File: config.mk
export PLATFORM = sky130hd
export DESIGN_NAME = mdrop_uart_tx
export DESIGN_NICKNAME = d
export VERILOG_FILES = /design/src/rtl/mdrop_pkg.sv /design/src/rtl/mdrop_regs.sv /design/src/rtl/mdrop_fifo.sv /design/src/rtl/mdrop_baud.sv /design/src/rtl/mdrop_serializer.sv /design/src/rtl/mdrop_uart_tx.sv
export SDC_FILE = /design/constraint.sdc
export NUM_CORES = 1
export LEC_CHECK = 0
export CAP_MARGIN = 25
export CORE_MARGIN = 4
export CORE_UTILIZATION = 49
export CTS_BUF_LIST = sky130_fd_sc_hd__clkbuf_8
export CTS_CLUSTER_DIAMETER = 120
export DETAILED_ROUTE_END_ITERATION = 10
export DONT_BUFFER_PORTS = 1
export PLACE_DENSITY_LB_ADDON = 0.12
export SLEW_MARGIN = 30
export SYNTH_ARGS = -nofsm -noshare
export SYNTH_HDL_FRONTEND = slang
export SYNTH_SLANG_ARGS = --single-unit
export TNS_END_PERCENT = 100
File: constraint.sdc
create_clock -name clk -period 7 [get_ports clk]
set_input_delay 0.7 -clock clk [delete_from_list [all_inputs] [get_ports clk]]
set_output_delay 0.7 -clock clk [all_outputs]
set_load 0.02 [all_outputs]
File: src/rtl/mdrop_pkg.sv
package mdrop_pkg;

    localparam int DATA_W       = 8;
    localparam int FIFO_DEPTH   = 16;
    localparam int DIV_W        = 16;
    localparam int MODE_TAG_BIT = 2;
    localparam int MODE_MD_BIT  = 3;
    localparam int FRAME_W      = DATA_W + 3;

    typedef enum logic [1:0] {
        ADDR_TXDATA = 2'd0,
        ADDR_MODE   = 2'd1,
        ADDR_DIV_LO = 2'd2,
        ADDR_DIV_HI = 2'd3
    } reg_addr_e;

    typedef struct packed {
        logic              tag;
        logic [DATA_W-1:0] data;
    } tx_entry_t;

    localparam int ENTRY_W = $bits(tx_entry_t);

    typedef logic [FRAME_W-1:0] frame_t;

    // Frame image shifted out LSB first; unused top bits are idle ones.
    function automatic frame_t build_frame(input tx_entry_t e, input logic md);
        frame_t f;
        if (md)
            f = {1'b1, e.tag, e.data, 1'b0};
        else
            f = {2'b11, e.data, 1'b0};
        return f;
    endfunction

    function automatic int unsigned frame_bits(input logic md);
        return md ? FRAME_W : FRAME_W - 1;
    endfunction

endpackage

File: src/rtl/mdrop_regs.sv
module mdrop_regs
    import mdrop_pkg::*;
#(
    parameter int DW        = DATA_W,
    parameter int DIVW      = DIV_W,
    parameter int DIV_RESET = 4
) (
    input  logic            clk,
    input  logic            rst,
    input  logic            wr_en,
    input  logic [1:0]      wr_addr,
    input  logic [DW-1:0]   wr_data,
    output logic            mode_tag,
    output logic            mode_md,
    output logic [DIVW-1:0] divisor,
    output logic            push,
    output tx_entry_t       push_entry
);

    localparam int HI_W = DIVW - DW;

    reg_addr_e sel;
    assign sel = reg_addr_e'(wr_addr);

    always_ff @(posedge clk) begin
        if (rst) begin
            mode_tag <= 1'b0;
            mode_md  <= 1'b0;
            divisor  <= DIVW'(DIV_RESET);
        end else if (wr_en) begin
            case (sel)
                ADDR_MODE: begin
                    mode_tag <= wr_data[MODE_TAG_BIT];
                    mode_md  <= wr_data[MODE_MD_BIT];
                end
                ADDR_DIV_LO: divisor[DW-1:0]    <= wr_data;
                ADDR_DIV_HI: divisor[DIVW-1:DW] <= wr_data[HI_W-1:0];
                default: ;
            endcase
        end
    end

    // The tag is taken from the register as it stands at the write edge.
    assign push             = wr_en && (sel == ADDR_TXDATA);
    assign push_entry.tag   = mode_tag;
    assign push_entry.data  = wr_data;

endmodule

File: src/rtl/mdrop_fifo.sv
module mdrop_fifo
    import mdrop_pkg::*;
#(
    parameter int DEPTH = FIFO_DEPTH
) (
    input  logic      clk,
    input  logic      rst,
    input  logic      push,
    input  tx_entry_t push_entry,
    input  logic      pop,
    output tx_entry_t head,
    output logic      full,
    output logic      empty,
    output logic      overrun
);

    localparam int AW = (DEPTH > 1) ? $clog2(DEPTH) : 1;
    localparam int CW = $clog2(DEPTH + 1);

    tx_entry_t         mem [DEPTH];
    logic [AW-1:0]     wr_ptr, rd_ptr;
    logic [CW-1:0]     count;
    logic              do_push, do_pop;

    assign full    = (count == CW'(DEPTH));
    assign empty   = (count == '0);
    assign do_push = push && !full;
    assign do_pop  = pop && !empty;
    assign head    = mem[rd_ptr];

    function automatic logic [AW-1:0] next_ptr(input logic [AW-1:0] p);
        return (p == AW'(DEPTH - 1)) ? '0 : p + 1'b1;
    endfunction

    always_ff @(posedge clk) begin
        if (do_push)
            mem[wr_ptr] <= push_entry;
    end

    always_ff @(posedge clk) begin
        if (rst) begin
            wr_ptr  <= '0;
            rd_ptr  <= '0;
            count   <= '0;
            overrun <= 1'b0;
        end else begin
            if (do_push) wr_ptr <= next_ptr(wr_ptr);
            if (do_pop)  rd_ptr <= next_ptr(rd_ptr);
            case ({do_push, do_pop})
                2'b10:   count <= count + 1'b1;
                2'b01:   count <= count - 1'b1;
                default: ;
            endcase
            if (push && full)
                overrun <= 1'b1;
        end
    end

endmodule

File: src/rtl/mdrop_baud.sv
module mdrop_baud
    import mdrop_pkg::*;
#(
    parameter int DIVW = DIV_W
) (
    input  logic            clk,
    input  logic            rst,
    input  logic            run,
    input  logic [DIVW-1:0] divisor,
    output logic            tick
);

    logic [DIVW-1:0] cnt;
    logic [DIVW-1:0] last;

    assign last = (divisor == '0) ? '0 : divisor - 1'b1;
    assign tick = run && (cnt >= last);

    // Restarts from zero with every frame so the first bit is a full period.
    always_ff @(posedge clk) begin
        if (rst || !run)
            cnt <= '0;
        else if (cnt >= last)
            cnt <= '0;
        else
            cnt <= cnt + 1'b1;
    end

endmodule

File: src/rtl/mdrop_serializer.sv
module mdrop_serializer
    import mdrop_pkg::*;
#(
    parameter int FW = FRAME_W
) (
    input  logic      clk,
    input  logic      rst,
    input  logic      empty,
    input  tx_entry_t head,
    input  logic      mode_md,
    input  logic      tick,
    output logic      pop,
    output logic      busy,
    output logic      txd
);

    localparam int CW = $clog2(FW + 1);

    logic [FW-1:0] shreg;
    logic [CW-1:0] left;

    assign pop = !busy && !empty;
    assign txd = shreg[0];

    always_ff @(posedge clk) begin
        if (rst) begin
            shreg <= '1;
            left  <= '0;
            busy  <= 1'b0;
        end else if (pop) begin
            shreg <= build_frame(head, mode_md);
            left  <= CW'(frame_bits(mode_md));
            busy  <= 1'b1;
        end else if (busy && tick) begin
            shreg <= {1'b1, shreg[FW-1:1]};
            left  <= left - 1'b1;
            if (left == CW'(1))
                busy <= 1'b0;
        end
    end

endmodule

File: src/rtl/mdrop_uart_tx.sv
module mdrop_uart_tx
    import mdrop_pkg::*;
#(
    parameter int DEPTH     = FIFO_DEPTH,
    parameter int DIVW      = DIV_W,
    parameter int DIV_RESET = 4
) (
    input  logic              clk,
    input  logic              rst,
    input  logic              wr_en,
    input  logic [1:0]        wr_addr,
    input  logic [DATA_W-1:0] wr_data,
    output logic              txd,
    output logic              tx_busy,
    output logic              fifo_full,
    output logic              fifo_empty,
    output logic              overrun
);

    logic            mode_tag, mode_md;
    logic [DIVW-1:0] divisor;
    logic            fifo_push, fifo_pop, bit_tick;
    tx_entry_t       push_entry, head;

    mdrop_regs #(.DW(DATA_W), .DIVW(DIVW), .DIV_RESET(DIV_RESET)) u_regs (
        .clk(clk), .rst(rst), .wr_en(wr_en), .wr_addr(wr_addr), .wr_data(wr_data),
        .mode_tag(mode_tag), .mode_md(mode_md), .divisor(divisor),
        .push(fifo_push), .push_entry(push_entry)
    );

    mdrop_fifo #(.DEPTH(DEPTH)) u_fifo (
        .clk(clk), .rst(rst), .push(fifo_push), .push_entry(push_entry),
        .pop(fifo_pop), .head(head), .full(fifo_full), .empty(fifo_empty),
        .overrun(overrun)
    );

    mdrop_baud #(.DIVW(DIVW)) u_baud (
        .clk(clk), .rst(rst), .run(tx_busy), .divisor(divisor), .tick(bit_tick)
    );

    mdrop_serializer #(.FW(FRAME_W)) u_ser (
        .clk(clk), .rst(rst), .empty(fifo_empty), .head(head), .mode_md(mode_md),
        .tick(bit_tick), .pop(fifo_pop), .busy(tx_busy), .txd(txd)
    );

endmodule

==> results of run 1 <==
## worst paths after layout
path,start,endpoint,slack (ns),cells past startpoint
hold / removal,rst,u_ser.left[2]$_SDFFE_PP0P_,0.27,1
setup reg to reg,u_regs.divisor[8]$_SDFFE_PP0P_,u_baud.cnt[6]$_SDFF_PP0_,2.80,11
hold reg to reg,u_regs.divisor[0]$_SDFFE_PP0P_,u_regs.divisor[0]$_SDFFE_PP0P_,0.47,2
setup / recovery,u_regs.divisor[8]$_SDFFE_PP0P_,u_baud.cnt[6]$_SDFF_PP0_,2.80,11
## where the power goes
group	internal [mW]	total, mW	switching [mW]
Clock	0.539	1.02	0.481
Combinational	0.200	0.483	0.283
Sequential	1.38	1.43	0.0517
Total	2.11	2.93	0.816
## worst max-delay path, stage by stage (launching register included)
cell      delay, ns
dfxtp_1        0.36
or4_1          0.60
nor4_1         0.29
nand4b_1       0.50
nand2b_1       0.23
ha_1           0.26
nor2b_1        0.13
o211a_1        0.21
o311ai_2       0.38
nand3_2        0.18
or3_2          0.74
a21oi_1        0.23
## synth_stat cells (8+ instances only)
cell      instances  area, sq um
edfxtp_1        144         4320
dfxtp_1          67         1340
nor2_1           66          248
nand2_1          60          225
mux2i_1          35          350
ha_1             30          375
mux4_2           30          676
a21oi_1          29          145
nor3_1           25          125
inv_1            24         90.1
xor2_1           21          184
nor2b_1          15         93.8
clkbuf_1         14         52.6
o21ai_0          13         65.1
xnor2_1          11         96.3
buf_2            10         50.1
a211oi_1          9         67.6
nand3_1           9         45.0
nor2_4            8         90.1
## sequential cells by signal, summed over array words and instances, names as in the netlist, named ones only
signal	flops
u_baud.cnt	16
u_fifo.count	5
u_fifo.mem	144
u_fifo.overrun	1
u_fifo.rd_ptr	4
u_fifo.wr_ptr	4
u_regs.divisor	16
u_regs.mode_md	1
u_regs.mode_tag	1
u_ser.busy	1
u_ser.left	4
u_ser.shreg	10
## logic make-up after synthesis
kind of cell               count (synthesis)  share of synthesized area [%]
AOI/OAI and AO/OA                         78                           5.59
buffers and inverters                     55                           2.79
and+or+nand+nor                          222                           11.9
xor gates and xnor gates                  32                           3.03
adders and majority gates                 31                           4.28
DFF                                      211                           61.3
muxes                                     65                           11.1
## stage by stage
stage	total power [mW]	cells	util, %
2_1_floorplan	1.85	694	-
3_3_place_gp	1.92	900	51.5
3_5_place_dp	1.94	900	51.5
4_1_cts	2.97	963	55.1
5_1_grt	3.09	963	55.2
6_report	2.93	963	55.2
## routing by layer
layer	wire [um]	track usage [%]	part of all wire, %	up-vias
met5	0	0	0	-
met4	394	6.32	2.1	0
met3	881	3.24	4.6	34
met2	9070	29.4	48	114
met1	8630	25.2	45	2690
li1	-	-	-	2600
## area by class of cell
type | instances | area [sq um]
Fill cell | 1502 | 8180
Sequential cell | 211 | 5670
Multi-Input combinational cell | 428 | 3340
Clock buffer | 38 | 523
Tap cell | 229 | 287
Clock inverter | 25 | 133
Inverter | 25 | 93.8
Timing Repair Buffer | 7 | 52.6
==> results, run 1 <==
- The flow ran to the end, and the final reports show no timing, DRC or antenna violations.
- Summing all non-filler instances in the final layout gives an area of around 10,000 sq um.
- The startpoint kind of the worst setup timing path is a flop.
- The post-route setup TNS is 0 ns.
- The number of nets in the synthesized netlist is 738.
- The top cell types in the final layout, fill and taps aside, are edfxtp_1 (144), dfxtp_1 (66), nand2_1 (60), nor2_1 (60), clkbuf_8 (38).
- The share of post-route cells with drive strength above 1 is around 15%.
- The final net count is roughly 750.
- The chip width is about 150 um.
- The mean cell area of the mapped netlist is between 10 and 15 sq um.
- After synthesis the netlist holds a flip-flop and latch count of between 200 and 250.
- The final-report max-slew violation count came to 0.
- The final worst setup slack is about 2.8 ns.
- At the worst endpoint, the arrival time is ~4.6 ns.
- The H-tree depth is 2.
- The total global routing track utilization is between 10% and 20%.
- The initial utilization of the core area, before any placement, comes to between 50% and 60%.
- The die covers 21,100 sq um.
- At the pin with the least slew margin, the transition time is ~0.97 ns.
- The worst relative slew slack is a little over a third.
- Clock tree synthesis found a total of 211 sinks.
- Hold repair after CTS inserted 0 buffers.
- The fraction of the yosys area taken by sequential cells is between 60% and 70%.
- The number of buffers created by CTS is 36.
- The leakage power figure is roughly 3.5 nW.
- The root buffer cell chosen for the clock tree is clkbuf_8.
- The count of max-cap constraint violations is 0.
- The number of hold-slack violations in the final timing report is 0.
- Dividing total power by cell area gives a power density of between 200 and 300 nW/um^2.
- The synthesized netlist contains 54 unique library cells.
- In the final routed layout, each cell accounts on average for approximately 20 um.
- 18 I/O pins were placed.
- Buffers added to address setup during post-CTS repair amount to 0.
- The placed instance area is around 9400 sq um.
- After clock tree synthesis, the repair step resized 0 gates.
- The final wirelength is roughly 19,000 um.
- The mapped netlist covers 9240 sq um.
- The most common cell after layout, fill and taps aside is edfxtp_1.
- The detailed-router iteration count before antenna repair is 5.
- In the routed layout, each cell is associated on average with a via count of 5.65.
- The required time of the worst setup path is roughly 7.4 ns.
- The pre-CTS setup slack is ~2.6 ns.
- Setup violations remaining at the end of the flow were counted as 0.
- For this block, the initial DRC count from the detailed router was around 420.
- After layout, the worst path uses 60.0% of the clock period.
- The total of warnings raised by yosys is 0.
- The clock passes through at most 3 buffers.
- The largest fanout of any net on the critical path is 16.
- The die is about 150 um tall.
- The vias after detailed routing is 5,438.
- The type of element capturing the critical path is a flop.
- The later-pin clock latency in the skew report is 0.52 ns.
- For this run, asynchronously set or reset flops after synthesis account for 0%.
- The detailed placement HPWL is between 10,000 and 15,000 um.
- The worst setup path is of the flop to flop kind.
- After detailed routing, the number of remaining DRC violations is 0.
- The standard cell core area is between 15,000 and 20,000 sq um.
- The initial antenna violation count is 0.
- The first global-routing pass estimated 30,500 um of wire.
- The TritonCTS clock tree is done.
- After layout, the minimum clock period comes to between 4 and 5 ns.
- From synthesis to final layout, the design area changed by 9.22%.
- The largest net degree at the start of global routing is 55.
- The number of antenna diodes in the final layout is 0.
- The final weighted congestion in routability-driven placement is about 0.84.
- The maximum frequency from static timing analysis is between 200 and 250 MHz.
- The total number of placement rows is between 40 and 50.
- The number of buffers inserted by port buffering is 0.
- Setup repair after global routing left no endpoint under its margin.
- The number of synthesized flops with an enable pin is ~140.
- In the synthesized netlist the dominant register cell turns out to be edfxtp_1.
- The worst hold-check path type is primary input to flop.
- The final global-route overflow total is 0.
- Final hold analysis gives a worst-case slack of roughly 0.27 ns.
- The setup skew after layout is roughly 0.016 ns.
- The worst-case IR drop observed on VDD is roughly 0.15 mV.
- The number of routed nets with antenna violations is 0.
- The cell count after synthesis came out at approximately 700.
- The via count of the first global-routing pass was between 5,000 and 6,000.
- Clock-pin slew was measured on the worst setup and hold paths at 0.05 ns.
Power figures use the tool's default switching activity.
==> inputs of run 2 (changes only) <==
==> constraint.sdc (replaced) <==
create_clock -name clk -period 4.25 [get_ports clk]
set_input_delay 0.425 -clock clk [delete_from_list [all_inputs] [get_ports clk]]
set_output_delay 0.425 -clock clk [all_outputs]
set_load 0.02 [all_outputs]
==> run 2 against run 1 <==
Compared with the run above:
- worst hold slack lost 0.23 ns
- routed wire length increased by 5.2%
- first-iteration DRC count up 13%
- critical endpoint is now u_ser.shreg[5]$_SDFFE_PP1P_
==> results, run 2 (synthesized netlist as in run 1, its figures left out) <==
- The post-layout total power is 4.89 mW (+67%).
- In the final layout, the registers with the most flip-flops are u_fifo.mem x144, u_baud.cnt x16, u_regs.divisor x16.
- Relative to the synthesized area, the layout overhead comes to 10.8%.
- The standard cell core area is 18,300 sq um (unchanged).
- The fraction of power consumed by the clock network is 34.6% (-0.2 points).
- The met3 layer wire length in the routed design is 1090 um (+23%).
- The starting density of the core came to 50.6% (unchanged).
- The number of setup violations in the final report was 0 (unchanged).
- The post-route clock period utilization is 87.8% (+28 points).
- Traced cell by cell, the critical path runs through or4_1, nor4_1, nand4b_1, buf_4, nand2b_1, ha_1, nor2b_1, o211a_1, o311ai_2, nand3_2, o21bai_1, buf_4, mux2i_1.
- u_fifo.mem holds more flip-flops than any other register.
- The switching share of power is 28.0% (+0.21 points).
- The run finished with clean final reports.
- The final global-route overflow total is 0 (unchanged).
- The total global routing track utilization is 19.0% (+0.81 points).
- The TritonCTS clock tree is done.
- The maximum buffer depth of the clock tree came to 3 (unchanged).
- The final net count is 768 (+2.0%).
- The number of DRC markers after the initial detailed-route iteration came to 476 (+13%).
- The setup skew after layout is 0.0321 ns (+0.0158 ns).
- The areal power density over the cells is 478 nW/um^2 (+65%).
- The clock net sink count is 211 (unchanged).
- The count of max-cap constraint violations is 0 (unchanged).
- The number of hold-slack violations in the final timing report is 0 (unchanged).
- The min-delay analysis places its worst path in the category primary input to flop.
- The worst hold path begins at wr_data[3].
- The met2 routed wirelength is 9510 um (+4.8%).
- The slew of the pin with the lowest slew margin is 0.952 ns (-0.0164 ns).
- The maximum VDD drop is 0.270 mV (+79%).
- The arrival time at the worst endpoint is 4.16 ns (-0.47 ns).
- The number of gates resized after CTS came to 0 (unchanged).
- The total die area is 21,100 sq um (unchanged).
- The net switching power figure was 1.37 mW (+68%).
- The fill cell total of the finished layout is 1,522 (+1.3%).
- The mean routed wirelength per cell is 20.4 um (+3.4%).
- The DRC violations left is 0 (unchanged).
- The die span in y is 145 um (unchanged).
- The most common cell after layout, fill and taps aside is edfxtp_1.
- The total number of placement rows is 49 (unchanged).
- The final wirelength is 20,000 um (+5.2%).
- The final weighted congestion in routability-driven placement is 0.817 (-2.6%).
- The worst hold margin is 0.0362 ns (-0.233 ns).
- The post-route setup TNS came to 0 ns (unchanged).
- The H-tree depth was 2 (unchanged).
- The via count of the first global-routing pass was 5,617 (+0.47%).
- The highest metal layer carrying signal wires in the routed design is met4.
- The largest net degree at the start of global routing is 36 (-35%).
- The most numerous cell type found on the critical path is buf_4.
- The internal power summed over all cells is 3.52 mW (+67%).
- The count of pins on the block boundary came to 18 (unchanged).
- The routed metal-1 wirelength came to 8960 um (+3.8%).
- The number of buffers created by CTS is 36 (unchanged).
- The maximum frequency from static timing analysis is 268 MHz (+13%).
- The number of routed nets with antenna violations came to 0 (unchanged).
- The buffer type at the clock tree root is clkbuf_8.
- The critical path is of the flop to flop type.
- The number of buffers inserted by port buffering is 0 (unchanged).
- The minimum clock period is 3.73 ns (-0.469 ns).
- The worst relative slew slack is 36.3% (+1.1 points).
- The required time of the worst setup path was 4.68 ns (-2.75 ns).
- The largest fanout of any net on the critical path was 16 (unchanged).
- Setup repair after global routing left no endpoint under its margin.
- The final-report max-slew violation count is 0 (unchanged).
- The vias after detailed routing came to 5,516 (+1.4%).
- The largest stage delay on the critical path is 0.60 ns (-0.14 ns).
- The clock-pin slew on the worst setup and hold paths was 0.07 ns (+0.02 ns).
- The chip width was 145 um (unchanged).
- STA classifies the critical path startpoint as a flop.
- The leakage power figure is 3.58 nW (+2.3%).
- The initial antenna violation count came to 0 (unchanged).
- The origin of the worst setup path is u_regs.divisor[8]$_SDFFE_PP0P_.
- The portion of total power attributed to sequential cells was 48.6% (about the same).
- The type of element capturing the critical path is a flop.
- The wire length of the first global-routing pass was 31,400 um (+3.0%).
- The flip-flop count of the largest register, all copies and words added is 144 (unchanged).
- The later-pin clock latency in the skew report is 0.53 ns (about the same).
- The share of post-route cells with drive strength above 1 came to 14.8% (+0.11 points).
- The detailed placement HPWL is 12,500 um (+2.7%).
- The number of vias per cell is 5.63 (-0.22%).
- The part of the total power dissipated in combinational logic was 16.7% (+0.2 points).
- The beginning of the worst register-to-register path is u_regs.divisor[8]$_SDFFE_PP0P_.
- In the layout the commonest cells are edfxtp_1 (144), dfxtp_1 (65), nor2_1 (63).
- For this design, the slowest cell found on the critical path is or4_1.
- The detailed-router iteration count before antenna repair is 6 (+1).
## run 2: worst max-delay path, delay by kind of cell, from the launching register on
family,cells,cell delay [ns]
mux,1,0.20
fa+ha+maj,1,0.23
simple gates,6,1.38
compound gates,3,1.01
buf+inv,2,0.46
flops,1,0.36
## run 2: final cells by class
class                   instances  area (sq um)  share of cell area (%)
flip-flops and latches        211          5670                    55.4
multi-input cells             428          3330                    32.5
clock buffers                  39           537                    5.24
well taps                     229           287                    2.80
repair buffers                 22           198                    1.93
clock inverters                24           128                    1.25
inverters                      25          93.8                   0.916
diodes                          1          2.50                  0.0244
## run 2: through the flow
step	instances	utilization [%]	instance area (sq um)	setup slack, ns
2_1_floorplan	694	-	9240	0.931
3_3_place_gp	906	51.8	9460	0.652
3_5_place_dp	906	51.8	9460	0.516
4_1_cts	978	56.0	10200	0.469
5_1_grt	978	56.0	10200	0.164
6_report	979	56.1	10200	0.517
## run 2: power by group through the flow
stage          clock, mW  combinational, mW  sequential [mW]
2_1_floorplan          0              0.688             2.37
3_3_place_gp           0              0.770             2.42
3_5_place_dp           0              0.790             2.42
4_1_cts             1.74              0.828             2.38
5_1_grt             1.84              0.919             2.39
6_report            1.69              0.819             2.38
## run 2: worst paths after layout
| kind | to | slack (ns) | cells after the start |
|---|---|---|---|
| setup reg to reg | u_ser.shreg[5]$_SDFFE_PP1P_ | 0.52 | 13 |
| hold / removal | u_regs.divisor[3]$_SDFFE_PP0P_ | 0.04 | 2 |
| setup / recovery | u_ser.shreg[5]$_SDFFE_PP1P_ | 0.52 | 13 |
| hold reg to reg | u_regs.divisor[7]$_SDFFE_PP0P_ | 0.48 | 2 |
## run 2: layer usage
layer  vias up  track usage [%]
li1       2631                -
met1      2732             25.4
met2       117             31.6
met3        36             4.39
met4         0             5.32
met5         -                0
## run 2: what timing repair did
item	CTS	global route
setup endpoints to repair	0	0
hold buffers	9	0
buffers inserted	0	0
hold endpoints to repair	168	0
==> inputs of run 3 (changes only) <==
--- a/config.mk
+++ b/config.mk
@@ -8,7 +8,7 @@
 export CAP_MARGIN = 25
 export CORE_MARGIN = 4
 export CORE_UTILIZATION = 49
-export CTS_BUF_LIST = sky130_fd_sc_hd__clkbuf_8
+export CTS_BUF_LIST = sky130_fd_sc_hd__clkbuf_4
 export CTS_CLUSTER_DIAMETER = 120
 export DETAILED_ROUTE_END_ITERATION = 10
 export DONT_BUFFER_PORTS = 1
==> run 3 against run 2 <==
Compared with the run above:
- power up 1.8%
- design area increased by 1.0%
- global-route usage is 0.068 points lower
- first-iteration DRC count fell by 20%
- register-to-register slack barely moved
- sequential share of layout area down 0.55 points
- die area is the same
- combinational power increased by 1%
- core utilization grew 0.56 points
- non-clock buffer count is 3 higher
- largest power group unchanged
==> results, run 3 (synthesized netlist as in run 1, its figures left out) <==
- The most crowded layer after global routing is met2.
- The final wirelength is 19,800 um (-0.71%).
- The final-report max-slew violation count is 0 (unchanged).
- The worst-case register-to-register setup slack came to 0.51 ns (about the same).
- The arrival time at the worst endpoint is 4.32 ns (+0.16 ns).
- The total number of placement rows is 49 (unchanged).
- The final worst setup slack was 0.514 ns (-0.00303 ns).
- The number of vias per cell came to 5.51 (-2.3%).
- The beginning of the worst register-to-register path is u_regs.divisor[8]$_SDFFE_PP0P_.
- The pre-CTS setup slack is 0.516 ns (unchanged).
- The via count of the first global-routing pass is 5,812 (+3.5%).
- The met2 capacity usage during global routing came to 30.9% (-0.72 points).
- The clock-pin slew on the worst setup and hold paths is 0.07 ns (about the same).
- The number of setup violations in the final report was 0 (unchanged).
- The final instance count without filler cells is 1,023 (+4.5%).
- The maximum buffer depth of the clock tree is 3 (unchanged).
- The areal power density over the cells is 482 nW/um^2 (+0.78%).
- The total placed cells including tap cells is 906 (unchanged).
- The starting density of the core is 50.6% (unchanged).
- The count of pins on the block boundary was 18 (unchanged).
- The count of max-cap constraint violations is 0 (unchanged).
- The die span in y is 145 um (unchanged).
- The slew of the pin with the lowest slew margin is 0.973 ns (+0.0213 ns).
- The register ranked first by flip-flop count is u_fifo.mem.
- The library cell used most frequently in the layout, excluding fill and tap cells, is edfxtp_1.
- The final global-route overflow total came to 0 (unchanged).
- The post-route clock period utilization is 87.9% (about the same).
- The number of DRC markers after the initial detailed-route iteration is 380 (-20%).
- The post-layout total power is 4.98 mW (+1.8%).
- The leakage power figure is 3.65 nW (+2.0%).
- The wire length of the first global-routing pass is 31,500 um (+0.20%).
- The clock net sink count is 211 (unchanged).
- In the final layout, the registers with the most flip-flops are u_fifo.mem x144, u_baud.cnt x16, u_regs.divisor x16.
- The number of buffers created by CTS is 54 (+50%).
- The required time of the worst setup path was 4.83 ns (+0.15 ns).
- The flip-flop count of the largest register, all copies and words added is 144 (unchanged).
- The standard cell core area is 18,300 sq um (unchanged).
- The worst relative slew slack is 34.9% (-1.4 points).
- The utilization after layout was 56.6% (+0.56 points).
- The met3 layer usage reported by global route is 5.17% (+0.78 points).
- The total die area is 21,100 sq um (unchanged).
- The routing usage on met1 came to 24.7% (-0.66 points).
- The worst setup path is launched from a flop.
- The worst hold path depth is 3 (+1).
- The setup skew after layout is 0.0321 ns (+0.0000814 ns).
- The vias after detailed routing was 5,633 (+2.1%).
- The DRC violations left is 0 (unchanged).
- The worst setup path is of the flop to flop kind.
- The H-tree depth is 2 (unchanged).
- TritonCTS built the clock tree.
- The final weighted congestion in routability-driven placement is 0.817 (unchanged).
- The total setup buffers inserted after CTS is 0 (unchanged).
- The flow ran to the end, and the final reports show no timing, DRC or antenna violations.
- The largest fanout of any net on the critical path was 16 (unchanged).
- The minimum clock period is 3.74 ns (+0.00303 ns).
- The mean routed wirelength per cell is 19.4 um (-5.0%).
- The number of routed nets with antenna violations was 0 (unchanged).
- The detailed-router iteration count before antenna repair came to 5 (-1).
- The number of buffers inserted by port buffering is 0 (unchanged).
- The buffer type at the clock tree root is clkbuf_4.
- The total global routing track utilization came to 19.0% (-0.068 points).
- Relative to the synthesized area, the layout overhead comes to 11.9%.
- The startpoint identified for the worst hold timing path is wr_addr[0].
- The maximum VDD drop is 0.275 mV (+1.7%).
- STA classifies the critical path endpoint as a flop.
- The chip width is 145 um (unchanged).
- In this run the critical register-to-register path is captured at u_ser.shreg[5]$_SDFFE_PP1P_.
- Setup repair after global routing left no endpoint under its margin.
- The worst hold-check path type is primary input to flop.
- The post-route setup TNS came to 0 ns (unchanged).
- The largest net degree at the start of global routing is 54 (+50%).
- The share of post-route cells with drive strength above 1 came to 20.4% (+5.5 points).
- The endpoint of the worst hold path is u_regs.divisor[3]$_SDFFE_PP0P_.
- The top cell types in the final layout, fill and taps aside, are edfxtp_1 (144), clkbuf_4 (90), dfxtp_1 (65).
- The final net count is 789 (+2.7%).
- The maximum frequency from static timing analysis is 268 MHz (about the same).
- The initial antenna violation count is 3 (+3).
- The detailed placement HPWL came to 12,500 um (unchanged).
- The later-pin clock latency in the skew report came to 0.67 ns (+0.14 ns).
- The number of hold-slack violations in the final timing report is 0 (unchanged).
- The depth of the most critical reg-to-reg path came to 13 (unchanged).
run 3: cell types whose count changed in the layout (fill, tap and decap cells not counted), sizes merged:
cell,before,now
inv,39,26
clkinv,8,10
bufinv,1,0
diode,1,3
dlygate4sd3,8,11
clkbuf,39,90
run 3: cell type report:
type                       count  area (sq um)
sequential                   211          5670
multi-input combinational    428          3330
clock buffer                  90           676
fill                        1522          7930
antenna                        3          7.51
timing repair buffer          25           228
clock inverter                12          56.3
tap                          229           287
inverter                      25          93.8
run 3: how the worst max path moves through the flow:
stage	endpoint	from	slack [ns]
finish	u_ser.shreg[5]$_SDFFE_PP1P_	u_regs.divisor[8]$_SDFFE_PP0P_	0.51
global route	u_ser.shreg[7]$_SDFFE_PP1P_	u_regs.divisor[8]$_SDFFE_PP0P_	0.17
CTS	u_ser.shreg[5]$_SDFFE_PP1P_	u_regs.divisor[8]$_SDFFE_PP0P_	0.49
detailed placement	u_ser.shreg[5]$_SDFFE_PP1P_	u_regs.divisor[8]$_SDFFE_PP0P_	0.52
global placement	u_ser.shreg[4]$_SDFFE_PP1P_	u_regs.divisor[5]$_SDFFE_PP0P_	0.65
floorplan	u_baud.cnt[11]$_SDFF_PP0_	u_regs.divisor[8]$_SDFFE_PP0P_	0.93
run 3: worst max-delay path, stage by stage, from the launching register on:
cell	delay, ns
dfxtp_1	0.36
or4_1	0.60
nor4_1	0.28
nand4b_1	0.13
buf_4	0.20
nand2b_1	0.08
ha_1	0.23
nor2b_1	0.13
o211a_1	0.21
o311ai_2	0.35
nand3_2	0.17
o21bai_1	0.47
buf_4	0.27
mux2i_1	0.20
run 3: layer usage:
metal	share of wire, %	vias up
met3	5.6	38
met2	48	116
met1	44	2771
met5	0	-
met4	2.3	0
li1	-	2708
run 3: repair_timing:
action / in CTS / in global routing
resized for setup: 0 / 0
hold buffers: 12 / 0
endpoints found under the hold margin: 178 / 0
run 3: through the flow:
step / instance area, sq um / hold slack (ns)
final: 10300 / 0.0769
after global routing: 10300 / 0.0503
after CTS: 10300 / 0.00924
after detailed placement: 9460 / 0.461
after global placement: 9460 / 0.454
after floorplan: 9240 / 0.439
run 3: report_power, final:
group          switching (mW)  internal [mW]
Clock                   0.816          0.957
Sequential              0.113           2.26
Combinational           0.480          0.351
